--- config.mk ---
export PLATFORM = sky130hd
export DESIGN_NAME = rx_coll_counter
export DESIGN_NICKNAME = d
export VERILOG_FILES = /design/src/rtl/rcc_pkg.sv /design/src/rtl/rcc_step_sel.sv /design/src/rtl/rcc_count_core.sv /design/src/rtl/rcc_ovf_flag.sv /design/src/rtl/rx_coll_counter.sv
export SDC_FILE = /design/constraint.sdc
export NUM_CORES = 1
export LEC_CHECK = 0
export ABC_AREA = 1
export BUFFER_PORTS_ARGS = -buffer_cell sky130_fd_sc_hd__buf_4
export CAP_MARGIN = 20
export CORE_UTILIZATION = 25
export DETAILED_ROUTE_END_ITERATION = 6
export SKIP_LAST_GASP = 1
export SLEW_MARGIN = 20
export SYNTH_ARGS = -nofsm -noshare
export SYNTH_HDL_FRONTEND = slang
export SYNTH_HIERARCHICAL = 1
export SYNTH_SLANG_ARGS = --single-unit
--- constraint.sdc ---
create_clock -name clk -period 5.5 [get_ports clk]
set_input_delay 1.1 -clock clk [delete_from_list [all_inputs] [get_ports clk]]
set_output_delay 1.1 -clock clk [all_outputs]
set_load 0.05 [all_outputs]
--- src/rtl/rcc_pkg.sv ---
package rcc_pkg;
  // Number of increment sources: collision pulse and test-mode write.
  localparam int N_SRC  = 2;
  localparam int STEP_W = $clog2(N_SRC + 1);
  typedef logic [STEP_W-1:0] step_t;
endpackage

--- src/rtl/rcc_step_sel.sv ---
module rcc_step_sel
  import rcc_pkg::*;
#(
  parameter int NS = N_SRC
) (
  input  logic [NS-1:0] src_i,
  output step_t         step_o
);
  // Population count of the active increment sources.
  always_comb begin
    step_o = '0;
    for (int k = 0; k < NS; k++) begin
      step_o = step_o + step_t'(src_i[k]);
    end
  end
endmodule

--- src/rtl/rcc_count_core.sv ---
module rcc_count_core
  import rcc_pkg::*;
#(
  parameter int CNT_W = 16
) (
  input  logic             clk,
  input  logic             rst_i,
  input  logic             clr_i,
  input  step_t            step_i,
  output logic [CNT_W-1:0] count_o,
  output logic             wrap_o
);
  localparam int SUM_W = CNT_W + 1;

  logic [CNT_W-1:0] count_q;
  logic [SUM_W-1:0] sum;

  assign sum    = {1'b0, count_q} + SUM_W'(step_i);
  assign wrap_o = sum[CNT_W] & ~clr_i;

  always_ff @(posedge clk) begin
    if (clr_i) count_q <= '0;
    else       count_q <= sum[CNT_W-1:0];
  end

  assign count_o = count_q;

  // one source active -> count advances by exactly one
  a_r2_single_step: assert property (@(posedge clk) disable iff (rst_i)
    (!clr_i && step_i == step_t'(1)) |=> count_q == CNT_W'($past(count_q) + 1'b1));

  // a count of all ones plus one lands on zero
  a_r3_wrap_zero: assert property (@(posedge clk) disable iff (rst_i)
    (!clr_i && step_i == step_t'(1) && &count_q) |=> count_q == '0);

  // two sources active -> count advances by two
  a_r9_double_step: assert property (@(posedge clk) disable iff (rst_i)
    (!clr_i && step_i == step_t'(2)) |=> count_q == CNT_W'($past(count_q) + 2'd2));
endmodule

--- src/rtl/rcc_ovf_flag.sv ---
module rcc_ovf_flag (
  input  logic clk,
  input  logic rst_i,
  input  logic set_i,
  input  logic clr_i,
  output logic flag_o
);
  logic flag_q;

  always_ff @(posedge clk) begin
    if (rst_i)      flag_q <= 1'b0;
    else if (set_i) flag_q <= 1'b1;
    else if (clr_i) flag_q <= 1'b0;
  end

  assign flag_o = flag_q;

  // a wrap sets the flag
  a_r4_wrap_sets: assert property (@(posedge clk) disable iff (rst_i)
    set_i |=> flag_q);

  // flag holds without a clear
  a_r4_sticky: assert property (@(posedge clk) disable iff (rst_i)
    (flag_q && !clr_i) |=> flag_q);

  // clear strobe without a wrap drops the flag
  a_r5_clear: assert property (@(posedge clk) disable iff (rst_i)
    (clr_i && !set_i) |=> !flag_q);
endmodule

--- src/rtl/rx_coll_counter.sv ---
module rx_coll_counter
  import rcc_pkg::*;
#(
  parameter int CNT_W  = 16,
  parameter int DATA_W = 32
) (
  input  logic              clk,
  input  logic              hard_rst_i,
  input  logic              soft_rst_i,
  input  logic              stop_i,
  input  logic              test_en_i,
  input  logic              coll_i,
  input  logic              wr_en_i,
  input  logic [DATA_W-1:0] wr_data_i,
  input  logic              ovf_clr_i,
  output logic [DATA_W-1:0] rd_data_o,
  output logic              ovf_o
);
  localparam int PAD_W = DATA_W - CNT_W;

  logic             any_rst;
  logic             cnt_clr;
  logic             test_wr;
  logic [N_SRC-1:0] srcs;
  step_t            step;
  logic [CNT_W-1:0] count;
  logic             wrap;
  logic             unused_data;

  assign any_rst     = hard_rst_i | soft_rst_i;
  assign cnt_clr     = any_rst | stop_i;
  assign test_wr     = wr_en_i & test_en_i;
  assign srcs        = {test_wr, coll_i};
  assign unused_data = ^wr_data_i;

  rcc_step_sel #(.NS(N_SRC)) u_step (
    .src_i  (srcs),
    .step_o (step)
  );

  rcc_count_core #(.CNT_W(CNT_W)) u_core (
    .clk     (clk),
    .rst_i   (any_rst),
    .clr_i   (cnt_clr),
    .step_i  (step),
    .count_o (count),
    .wrap_o  (wrap)
  );

  rcc_ovf_flag u_flag (
    .clk    (clk),
    .rst_i  (any_rst),
    .set_i  (wrap),
    .clr_i  (ovf_clr_i),
    .flag_o (ovf_o)
  );

  generate
    if (PAD_W > 0) begin : g_pad
      assign rd_data_o = {{PAD_W{1'b0}}, count};
    end else begin : g_nopad
      assign rd_data_o = count[DATA_W-1:0];
    end
  endgenerate

  // either reset clears count and flag
  a_r1_reset: assert property (@(posedge clk)
    any_rst |=> (count == '0 && !ovf_o));

  // STOP forces the count to zero
  a_r8_stop_zero: assert property (@(posedge clk) disable iff (any_rst)
    stop_i |=> count == '0);

  // STOP leaves the flag alone when no clear strobe is present
  a_r8_stop_keeps_flag: assert property (@(posedge clk) disable iff (any_rst)
    (stop_i && ovf_o && !ovf_clr_i) |=> ovf_o);

  // plain write has no effect on the count
  a_r6_plain_write: assert property (@(posedge clk) disable iff (any_rst)
    (!stop_i && wr_en_i && !test_en_i && !coll_i) |=> $stable(count));

  // test-mode write alone advances by one
  a_r7_test_write: assert property (@(posedge clk) disable iff (any_rst)
    (!stop_i && wr_en_i && test_en_i && !coll_i) |=> count == CNT_W'($past(count) + 1'b1));
endmodule

==> results_dict.tcl <==
set metrics [dict create \
    finalSetupViolations 0 \
    diodes 0 \
    ir_drop_uv 49.0 \
    antenna_found_initial 0 \
    ys_types 28 \
    clock-sinks 17 \
    avgSynthCellArea_sq_um 7.48 \
    cp.required_ns 5.69 \
    path_buf_inv 4 \
    start_util 0.264 \
    yosys.area.top_type_share 0.318 \
    die_h_um 67.4 \
    crit_family "adder cells" \
    cts_root_buffer "clkbuf_8" \
    rows 23 \
    grt_start_max_net_pins 11 \
    cts.clk_slew.worst_paths_ns 0.06 \
    port_buffers 24 \
    routed_wl_um 1930 \
    final_core_util 0.318 \
    path_max_fanout 6 \
    cts-htree-levels 1 \
    drv_slew 0 \
    post_dp_cell_area_sq_um 1240 \
    layout-drive-gt1-share 0.284 \
    cap_viol_max_count 0 \
    power.total_mw 0.252 \
    syn_area_sq_um 1070 \
    fin_hold_ws_ns 0.458 \
    ios 73 \
    vias_per_cell 3.98 \
    synthCells 143 \
    critPathKind "in -> reg" \
    rsz0062_at_grt "false" \
    synth_largest_area_cell "dfxtp_1" \
    place.gp.congestion 0.699 \
    critPathSlowestCell "fa_1" \
    drcViolationCount 0 \
    min_period_over_period 0.515 \
    dp_hpwl_um 1500 \
    hold_viol 0 \
    antenna_left 0 \
    clock.fmax_mhz 353 \
    period_minus_slack_ns 2.84 \
    wl_per_cell_um 8.82 \
    skew_ns 0.00149 \
    cellPowerDensity_nw_per_um2 196 \
    post-cts-setup-buffers 0 \
    grt.overflow.total 0 \
    status "complete, no violations" \
    cp-start-kind "input port" \
    p_leak_nw 0.635 \
    hold_buffers 0 \
    path_cells "buf_4 > nand2_1 > inv_1 > ha_1 > ha_1 > inv_1 > fa_1 > nor2_2 > nand2_2 > nor2_1 > and3_1 > inv_1 > a21oi_2" \
    nNetsFinal 214 \
    end_kind "register" \
    stdcell_area_sq_um 1290 \
    grt_pass1_vias 711 \
    crit_path_max_incr_delay_ns 0.39 \
    ys_seq_area_frac 0.318 \
    grt_pass1_wl_um 2990 \
    synthTopCellsByArea "dfxtp_1 (32%), buf_4 (11%), nand2_1 (8.1%)" \
    die_w_um 67.4 \
    synth-seq-cells 17 \
    die_area_sq_um 4540 \
    crit_top_cell "inv_1" \
    vias 872 \
    clk_latency_ns 0.25 \
    fin_tns_setup_ns 0 \
    area_growth_syn_to_layout_pct 20.5 \
    cts_tree "built" \
    drtIter0Drc 11 \
    synth_warnings 6 \
    cts-resized-gates 0 \
    grtUsageTotal 0.0886 \
    final.fill_count 444 \
    hp-class "reg -> reg" \
    crit_arrival_ns 3.02 \
    cts.path.max_buffers 2 \
    cts_made_buffers 3 \
    first_pass_iters 5 \
    fp.coreArea_sq_um 4060 \
]
==> final cells by class <==
cell class              instances  area [sq um]  share of cell area
repair buffers                 24           180               0.140
flip-flops and latches         17           340               0.264
inverters                      22          82.6              0.0641
well taps                      50          62.6              0.0485
multi-input cells             102           578               0.449
clock buffers                   4          45.0              0.0350
==> synthesized netlist by cell type <==
library cell  instances
a21oi_1               6
a21oi_2               1
and3_1                1
buf_2                 1
buf_4                16
clkinv_1              1
conb_1                1
dfxtp_1              17
fa_1                  1
ha_1                  3
inv_1                20
inv_2                 1
nand2_1              23
nand2_2               5
nand2_4               4
nand3_1               5
nand3_2               1
nand3b_1              1
nand4_1               3
nor2_1               17
nor2_2                5
nor2_4                1
nor2_8                2
nor3_1                2
o21ai_0               1
o21ai_1               2
o21bai_2              1
xor2_1                1
==> state kept, by name (all words and copies together) (netlist names) <==
signal and cells:
u_core/count_o 16, u_flag/flag_o 1
==> through the flow <==
stage	instances	worst slack, ns
6_report	219	2.66
5_1_grt	219	2.52
4_1_cts	219	2.66
3_5_place_dp	215	2.39
3_3_place_gp	215	2.41
2_1_floorplan	158	2.70
==> cell usage in the layout (no fill, tap or decap) <==
cell type	count
buf_4	24
nand2_1	23
inv_1	20
nor2_1	17
dfxtp_1	17
conb_1	16
a21oi_1	6
nor2_2	5
nand2_2	5
nand3_1	5
nand2_4	4
clkbuf_8	3
nand4_1	3
ha_1	3
nor2_8	2
nor3_1	2
o21ai_1	2
clkbuf_1	1
clkinv_1	1
and3_1	1
inv_2	1
xor2_1	1
o21ai_0	1
nand3_2	1
o21bai_2	1
nor2_4	1
nand3b_1	1
fa_1	1
a21oi_2	1
==> tightest hold or removal path, stage by stage, from the launching register on <==
cell and delay, ns:
dfxtp_1 0.32, inv_1 0.05, a21oi_1 0.05
==> cells by family (layout without fill, tap and decap cells) <==
group / after synthesis / in the layout / synth area share
buffers and inverters: 39 / 50 / 0.194
AND/OR/NAND/NOR: 70 / 70 / 0.361
other: 1 / 16 / 0.00351
flip-flops: 17 / 17 / 0.318
AO/OA/AOI/OAI: 11 / 11 / 0.0608
adder cells (fa/ha/maj): 4 / 4 / 0.0538
XOR/XNOR: 1 / 1 / 0.00819
==> where the power goes <==
group | switching [mW] | internal, mW | total (mW)
Clock | 0.0408 | 0.0513 | 0.0921
Combinational | 0.0306 | 0.00598 | 0.0365
Sequential | 0.000260 | 0.124 | 0.124
==> metal layers <==
| layer | wire length, um | up-vias | global-route usage |
|---|---|---|---|
| li1 | - | 463 | - |
| met4 | 0 | 0 | 0.0399 |
| met5 | 0 | - | 0 |
| met1 | 890 | 382 | 0.103 |
| met3 | 155 | 0 | 0.0304 |
| met2 | 886 | 27 | 0.146 |
==> path summary, 6_finish.rpt <==
check | startpoint | endpoint | slack (ns) | cells after the start
setup reg to reg | u_core/count_o[0] | u_flag/flag_o | 3.64 | 9
setup / recovery | wr_en_i | u_flag/flag_o | 2.66 | 13
hold / removal | u_core/count_o[10] | u_core/count_o[10] | 0.46 | 2
hold reg to reg | u_core/count_o[10] | u_core/count_o[10] | 0.46 | 2
No activity file was read; power rests on OpenSTA's default activity.
